--- src/rtl/dbg_itr_pkg.sv ---
package dbg_itr_pkg;
  localparam int unsigned ITR_DATA_W  = 32;
  localparam int unsigned CHAIN_SEL_W = 5;
  localparam int unsigned ITR_CHAIN   = 4;
  localparam int unsigned DTR_CHAIN   = 5;

  typedef struct packed {
    logic halted;
    logic exec_en;
    logic abort;
  } core_stat_t;
endpackage

--- src/rtl/dbg_itr_shreg.sv ---
module dbg_itr_shreg #(
  parameter int unsigned W = 33
) (
  input  logic         clk,
  input  logic         rst,
  input  logic         cap_en,
  input  logic         shift_en,
  input  logic [W-1:0] cap_val,
  input  logic         tdi,
  output logic [W-1:0] sr
);
  always_ff @(posedge clk) begin
    if (rst) begin
      sr <= '0;
    end else if (cap_en) begin
      sr <= cap_val;
    end else if (shift_en) begin
      sr <= {tdi, sr[W-1:1]};
    end
  end

  // a shift moves the register one place toward bit 0
  p_shift_moves_r3: assert property (@(posedge clk) disable iff (rst)
    (shift_en && !cap_en) |=> (sr[W-2:0] == $past(sr[W-1:1])));
endmodule

--- src/rtl/dbg_itr_ctrl.sv ---
module dbg_itr_ctrl (
  input  logic                    clk,
  input  logic                    rst,
  input  logic                    cap_en,
  input  logic                    rti,
  input  logic                    issue_gate,
  input  logic                    upd_dr,
  input  logic                    load_gate,
  input  logic                    instr_done,
  output logic                    cmpl,
  output logic                    ready_q,
  output logic                    issue_o,
  output logic                    load_o
);
  logic issue_go;

  assign issue_go = rti && issue_gate && ready_q;
  assign load_o   = upd_dr && load_gate && ready_q;

  always_ff @(posedge clk) begin
    if (rst) begin
      cmpl    <= 1'b1;
      ready_q <= 1'b0;
      issue_o <= 1'b0;
    end else begin
      issue_o <= issue_go;
      if (issue_go)        cmpl <= 1'b0;
      else if (instr_done) cmpl <= 1'b1;
      if (issue_go)        ready_q <= 1'b0;
      else if (cap_en)     ready_q <= cmpl;
    end
  end

  // the completion flag is low on the edge that raises issue
  p_issue_clears_r8: assert property (@(posedge clk) disable iff (rst)
    issue_o |-> !cmpl);
  // a completion pulse with no issue sets the flag
  p_done_sets_r8: assert property (@(posedge clk) disable iff (rst)
    (instr_done && !rti) |=> cmpl);
  // issue is a single-cycle pulse
  p_single_pulse_r9: assert property (@(posedge clk) disable iff (rst)
    issue_o |=> !issue_o);
  // Ready takes the flag value from before the capture edge
  p_ready_capture_r10: assert property (@(posedge clk) disable iff (rst)
    (cap_en && !rti) |=> (ready_q == $past(cmpl)));
endmodule

--- src/rtl/dbg_itr_hold.sv ---
module dbg_itr_hold #(
  parameter int unsigned W = 32
) (
  input  logic         clk,
  input  logic         rst,
  input  logic         load,
  input  logic [W-1:0] din,
  output logic [W-1:0] itr
);
  always_ff @(posedge clk) begin
    if (rst)       itr <= '0;
    else if (load) itr <= din;
  end

  // the holding register changes only after a granted load
  p_itr_only_on_load_r5: assert property (@(posedge clk) disable iff (rst)
    !$stable(itr) |-> $past(load));
endmodule

--- src/rtl/dbg_itr_chain.sv ---
module dbg_itr_chain
  import dbg_itr_pkg::*;
#(
  parameter int unsigned DATA_W = ITR_DATA_W,
  parameter int unsigned SEL_W  = CHAIN_SEL_W,
  parameter int unsigned CH_ITR = ITR_CHAIN,
  parameter int unsigned CH_DTR = DTR_CHAIN
) (
  input  logic              clk,
  input  logic              rst,
  input  logic              cap_dr,
  input  logic              shift_dr,
  input  logic              upd_dr,
  input  logic              rti,
  input  logic              tdi,
  output logic              tdo,
  input  logic [SEL_W-1:0]  chain_sel,
  input  logic              op_intest,
  input  logic              op_extest,
  input  logic              core_halted,
  input  logic              exec_en,
  input  logic              abort_sticky,
  input  logic              instr_done,
  output logic              issue_o,
  output logic [DATA_W-1:0] itr_o
);
  localparam int unsigned CHAIN_W = DATA_W + 1;
  localparam logic [SEL_W-1:0] SEL_ITR = SEL_W'(CH_ITR);
  localparam logic [SEL_W-1:0] SEL_DTR = SEL_W'(CH_DTR);

  core_stat_t         stat;
  logic               sel_itr, sel_any, test_op;
  logic               ready_cap, sr_cap, sr_shift;
  logic               issue_gate, load_gate, load;
  logic               cmpl, ready_q;
  logic [CHAIN_W-1:0] sr, cap_val;

  assign stat       = '{halted: core_halted, exec_en: exec_en, abort: abort_sticky};
  assign sel_itr    = (chain_sel == SEL_ITR);
  assign sel_any    = sel_itr || (chain_sel == SEL_DTR);
  assign test_op    = op_intest || op_extest;
  assign ready_cap  = cap_dr && sel_any && test_op;
  assign sr_cap     = cap_dr && sel_itr && test_op;
  assign sr_shift   = shift_dr && sel_itr && test_op;
  assign issue_gate = stat.halted && stat.exec_en && !stat.abort && sel_any && test_op;
  assign load_gate  = sel_itr && op_extest;
  assign cap_val    = {{DATA_W{1'b0}}, cmpl};

  dbg_itr_ctrl u_ctrl (
    .clk        (clk),
    .rst        (rst),
    .cap_en     (ready_cap),
    .rti        (rti),
    .issue_gate (issue_gate),
    .upd_dr     (upd_dr),
    .load_gate  (load_gate),
    .instr_done (instr_done),
    .cmpl       (cmpl),
    .ready_q    (ready_q),
    .issue_o    (issue_o),
    .load_o     (load)
  );

  dbg_itr_shreg #(.W(CHAIN_W)) u_shreg (
    .clk      (clk),
    .rst      (rst),
    .cap_en   (sr_cap),
    .shift_en (sr_shift),
    .cap_val  (cap_val),
    .tdi      (tdi),
    .sr       (sr)
  );

  dbg_itr_hold #(.W(DATA_W)) u_hold (
    .clk  (clk),
    .rst  (rst),
    .load (load),
    .din  (sr[CHAIN_W-1:1]),
    .itr  (itr_o)
  );

  assign tdo = sr[0];

  // capture on the instruction chain presents the flag first, then zeros
  p_capture_layout_r2: assert property (@(posedge clk) disable iff (rst)
    (sr_cap && !instr_done && !rti) |=> (sr == {{DATA_W{1'b0}}, $past(cmpl)}));
  // an issue pulse follows only a permitted Run-Test/Idle strobe
  p_issue_needs_rti_r6: assert property (@(posedge clk) disable iff (rst)
    issue_o |-> $past(rti && issue_gate));
endmodule

--- config.mk ---
export PLATFORM = sky130hd
export DESIGN_NAME = dbg_itr_chain
export DESIGN_NICKNAME = d
export VERILOG_FILES = /design/src/rtl/dbg_itr_pkg.sv /design/src/rtl/dbg_itr_shreg.sv /design/src/rtl/dbg_itr_ctrl.sv /design/src/rtl/dbg_itr_hold.sv /design/src/rtl/dbg_itr_chain.sv
export SDC_FILE = /design/constraint.sdc
export NUM_CORES = 1
export LEC_CHECK = 0
export BUFFER_PORTS_ARGS = -buffer_cell sky130_fd_sc_hd__buf_2
export CAP_MARGIN = 20
export CORE_MARGIN = 2
export CORE_UTILIZATION = 40
export CTS_BUF_LIST = sky130_fd_sc_hd__clkbuf_2
export CTS_CLUSTER_DIAMETER = 80
export DETAILED_ROUTE_END_ITERATION = 6
export GPL_TIMING_DRIVEN = 0
export SYNTH_ARGS = -nofsm -noshare
export SYNTH_HDL_FRONTEND = slang
export SYNTH_HIERARCHICAL = 1
export SYNTH_SLANG_ARGS = --single-unit
--- constraint.sdc ---
create_clock -name clk -period 2.8 [get_ports clk]
set_input_delay 0.56 -clock clk [delete_from_list [all_inputs] [get_ports clk]]
set_output_delay 0.56 -clock clk [all_outputs]
set_load 0.1 [all_outputs]
# == Yosys cells after proc, flatten, opt, wreduce, memory -nomap -nowiden ==
# Cells that the tools add are included.
# word_totals
output_inout_bits,34
in_bits,18
elab_cells,34
register_bits,68
# op_classes
reduce_logical,22
muxes,4
eq_ne,2
# ops
op,n
1-bit logical AND,15
"5-bit by 3-bit equality test with 1-bit output, second input constant",2
1-bit 2-to-1 mux,4
2-bit nonzero test,2
2-bit OR reduction,2
1-bit logical OR,2
1-bit zero test,1

# == Logic depth before layout (Yosys ltp) ==
# depth
ltp_word,7
depth_mapped,7
depth_no_buf,5

# == Modules after synthesis ==
# The synthesis kept the hierarchy.
# modules_own_cells
module,cells_per_inst,instances,area_per_inst_um2,seq_area_each_um2
dbg_itr_shreg,147,1,1715.4,660.6
dbg_itr_hold,103,1,1163.6,640.6
dbg_itr_ctrl,10,1,123.9,60.1
dbg_itr_chain,9,1,70.1,0.0

# == Worst setup path after synthesis ==
# Ideal clock, no wire load.
# synth_timing
path_type,input to register
from,input port chain_sel[1]
to,register u_shreg.sr[0]
stages,5
required_time_ps,2720
setup_ps,80
path_buffers,1
arrival_ps,2299
setup_slack_ps,421
path_cell_list,or4b_4 nor4b_1 inv_1 buf_2 a211oi_2
# synth_between
elab_chain_len,4
elab_cells_between_ends,7
cone_classes,eq/ne (1); mux (1); reduce/logical (5)
# synth_lines
item,line,source
start: declaration,dbg_itr_chain.sv:17,"input logic [SEL_W-1:0] chain_sel,"
5-bit by 3-bit equality test with 1-bit output *,dbg_itr_chain.sv:39,assign sel_itr = (chain_sel == SEL_ITR);
1-bit logical AND * (2 in a row),dbg_itr_chain.sv:43,assign sr_cap = cap_dr && sel_itr && test_op;
named net sr_cap,dbg_itr_chain.sv:33,"logic ready_cap, sr_cap, sr_shift;"
1-bit 2-to-1 mux / 2-bit nonzero test (equally long branches),n/a,
end signal: assignment,dbg_itr_shreg.sv:16,sr <= cap_val;
end signal: assignment,dbg_itr_shreg.sv:18,"sr <= {tdi, sr[W-1:1]};"
end: declaration,dbg_itr_shreg.sv:10,output logic [W-1:0] sr
# The timed path passes the listed nets; every way through them passes the cells marked *.
# A chain may end at the register's enable or synchronous reset.

# == Worst setup path in the final report ==
# layout_timing
from,input port chain_sel[1]
to,register u_shreg.sr[18]
# layout_between
elab_chain_len,4
elab_cells_between_ends,6
cone_classes,eq/ne (1); reduce/logical (5)
# layout_lines
item,line
5-bit by 3-bit equality test with 1-bit output,dbg_itr_chain.sv:39
1-bit logical AND (2 in a row),dbg_itr_chain.sv:43
named net sr_cap,dbg_itr_chain.sv:33
2-bit OR reduction (no source line),n/a
# The timed path passes the listed nets, and every way through them passes these cells.

==> results.txt <==
----------------------------------------------------
[Run status]
  Status ... finished clean

[Synth]
  Cells after Synth ... 269
  Simple logic cell fraction of the synthesized area ... 14.3%
  Top-area cell type share of the netlist area ... 44.3%
  Syn. warnings ... 6
  Compound-cell area share of the yosys netlist ... 13.2%
  Number of flip-flops and latches in the synthesized netlist ... 68
  Syn Std Cell Area ... 3070 um2
  Sequential element share of the synthesized area ... 44.3%
  Count of different cell masters after synthesis ... 23
  Synth area leader ... dfxtp_1
  Xor/xnor share of the synthesized area ... 0%
  Share of synthesized area spent on multiplexers ... 21.5%
  Leading cell types by total area after synthesis ... dfxtp_1, mux2i_1, a211oi_2, nor2b_1, nor2_1
  Post-synthesis adder-cell area fraction ... 0%
  Dominant combinational cell family by area after synthesis ... multiplexers
  Average cell area after synthesis ... 11.4 um2

[Worst hold path]
  Min-delay worst type ... input port to flip-flop
  Worst hold start ... instr_done

[Placement]
  Cell area after placement ... 3570 um2
  Global placer's final weighted congestion ... 0.676
  # placed instances ... 450
  Buffers on Ports ... 51
  Worst Setup Slack post-DPL ... -0.203 ns
  Post-DP HPWL ... 3930 um

[Flow run]
  Max cap viols ... 0

[Pwr]
  Sequential share of power ... 55.2%
  Share of total power in combinational logic ... 3.9%
  Net switching component of the power ... 382 uW
  Switching share of power ... 21.6%
  Static Leakage ... 1.39 nW
  Int Pwr ... 1.39 mW
  Clock network power share ... 40.9%
  Worst IR drop on VDD ... 0.318 mV
  Total power ... 1.77 mW
  Power density cells ... 476 nW/um2

[Clock tree]
  Clock slew seen by the registers of the worst setup and hold paths ... 0.17 ns
  Post-CTS repair timing setup buffer count ... 0
  TritonCTS clock tree ... done
  Number of levels in the clock H-tree ... 3
  Clock Sink Count ... 68
  Number of buffers added by the clock tree synthesis step ... 9
  Count of cells resized by post-cts repair ... 0
  Hold buffers post-CTS ... 0
  Clock Tree Buf Depth ... 2
  Clock root cell ... clkbuf_2
  Clock Latency Late Sink ... 0.49 ns

[Critical path]
  Biggest fanout along the worst timing path ... 10
  Type of the setup path with the least slack ... input port to flip-flop
  Crit end category ... flip-flop
  Arrival time at the worst endpoint ... 2.95 ns
  Startpoint of the most critical setup path ... chain_sel[1]
  CP startpoint kind ... input port
  Data required time at the worst endpoint ... 3.22 ns
  Reg-to-reg critical path startpoint ... u_ctrl/ready_q

[Die]
  Die boundary height ... 91.7 um
  Area of the placeable core ... 7330 um2
  Total Die Area ... 8400 um2
  Horizontal extent of the die ... 91.7 um
  Initial cell density of the core ... 41.9%
  Site Rows ... 31
  Io pins ... 52

[Final layout]
  Area used by sequential logic in the layout ... 1360 um2
  Utilization of the core after routing ... 50.8%
  Filler instances ... 722
  Total number of nets in the final design ... 380
  Area of all placed cells without fillers ... 3720 um2
  Area occupied by multi-input gates ... 1630 um2
  Antenna diode instance count ... 0
  Layout overhead on the synthesized area ... 21.2%
  Post-route non-filler standard cell count ... 466
  Share of cells above drive strength 1 ... 31.9%

[Global route]
  Largest net degree at the start of global routing ... 12
  GR Util All Layers ... 15.0%
  Overflow left after global routing ... 0
  Via count of the first global-routing pass ... 2079
  Initial antenna violation count ... 0
  Wire length of the first global-routing pass ... 9900 um

[Timing]
  Worst slew margin relative to its limit ... 27.8%
  RSZ-0062 raised after global routing ... false
  Transition at the pin with the smallest max-transition slack ... 1.07 ns
  Final worst-path cycle share ... 90.7%
  Final Skew ... 0.0173 ns
  Final Hold Slack ... 0.296 ns
  Setup-violating endpoint count in the final report ... 0
  Max-slew violations ... 0
  Max Freq ... 394 MHz
  Final critical delay including setup and external delays ... 2.54 ns
  Summed negative setup slack over all endpoints ... 0 ns
  Final worst setup slack ... 0.262 ns
  Number of hold violations in the final report ... 0

[Drt]
  Pre-Repair DR Iteration Count ... 4
  Total DRC errors in the routed layout ... 0
  Detailed Route Iter0 Violations ... 55
  Final Routed Wirelength ... 5630 um
  Final antenna-violating net count ... 0
  Routed wire length per instance ... 12.1 um
  Drt via density ... 4.53
  Vias post-DR ... 2112

----------------------------------------------------
[path summary, 6_finish.rpt]
kind                                  endpoint  slack (ns)  cells past startpoint
worst max-delay path            u_shreg/sr[18]        0.26                      6
worst min-delay path               u_ctrl/cmpl        0.30                      3
worst max register to register   u_hold/itr[1]        1.58                      5
worst min register to register  u_hold/itr[20]        0.51                      2
[cells in the mapped netlist]
cell / number
a211oi_1: 3
a211oi_2: 30
and3_2: 1
and3_4: 1
buf_1: 1
buf_12: 6
buf_2: 6
buf_6: 2
clkbuf_1: 6
conb_1: 1
dfxtp_1: 68
inv_1: 1
mux2i_1: 66
nand2_1: 1
nor2_1: 34
nor2b_1: 33
nor2b_4: 1
nor3_2: 1
nor3b_1: 2
nor4_2: 1
nor4b_1: 2
o21bai_1: 1
or4b_4: 1
[cell families after synthesis]
logic type,after synthesis
other cells,1
simple gates,78
flops,68
buf+inv,22
compound gates,34
mux,66
[metal layers]
metal	wire (um)	GRT usage, %	vias to the layer above
met2	2560	24.4	41
met5	0	0	-
li1	-	-	1101
met4	68	4.92	0
met1	2710	18.0	961
met3	283	6.00	9
[cell type report]
type | count | share of cell area (%)
buffer | 21 | 5.34
clock buffer | 11 | 1.48
clock inverter | 5 | 2.69
inverter | 1 | 0.101
multi-input combinational | 210 | 43.6
sequential | 68 | 36.6
tap | 99 | 3.33
timing repair buffer | 51 | 6.85
[sequential cells by signal (all words and copies together), names as in the netlist]
signal,flops
u_hold/itr,32
u_ctrl/ready_q,1
u_shreg/sr,33
u_ctrl/issue_o,1
u_ctrl/cmpl,1
[power by group through the flow]
stage	clock [mW]	sequential [mW]	combinational, mW
3_3_place_gp	0	0.999	0.0675
6_report	0.725	0.978	0.0683
3_5_place_dp	0	0.999	0.0689
2_1_floorplan	0	0.998	0.0429
4_1_cts	0.760	0.979	0.0689
5_1_grt	0.802	0.981	0.0771
[critical path, cell delays in order]
cell      delay (ns)
buf_2           0.10
or4b_4          0.57
nor4b_1         0.89
inv_1           0.31
buf_2           0.32
a211oi_2        0.20
[cell usage in the layout (no fill, tap or decap), types with 2 or more instances in the layout]
master / instances
nor2_1: 34
a211oi_2: 30
clkinv_2: 2
nor4b_1: 2
clkbuf_2: 11
clkbuf_1: 6
buf_6: 2
buf_12: 6
mux2i_1: 66
a211oi_1: 3
buf_2: 57
nor3b_1: 2
bufinv_16: 3
conb_1: 32
dfxtp_1: 68
nor2b_1: 33
Note: power is estimated with default switching activity, not from simulation.
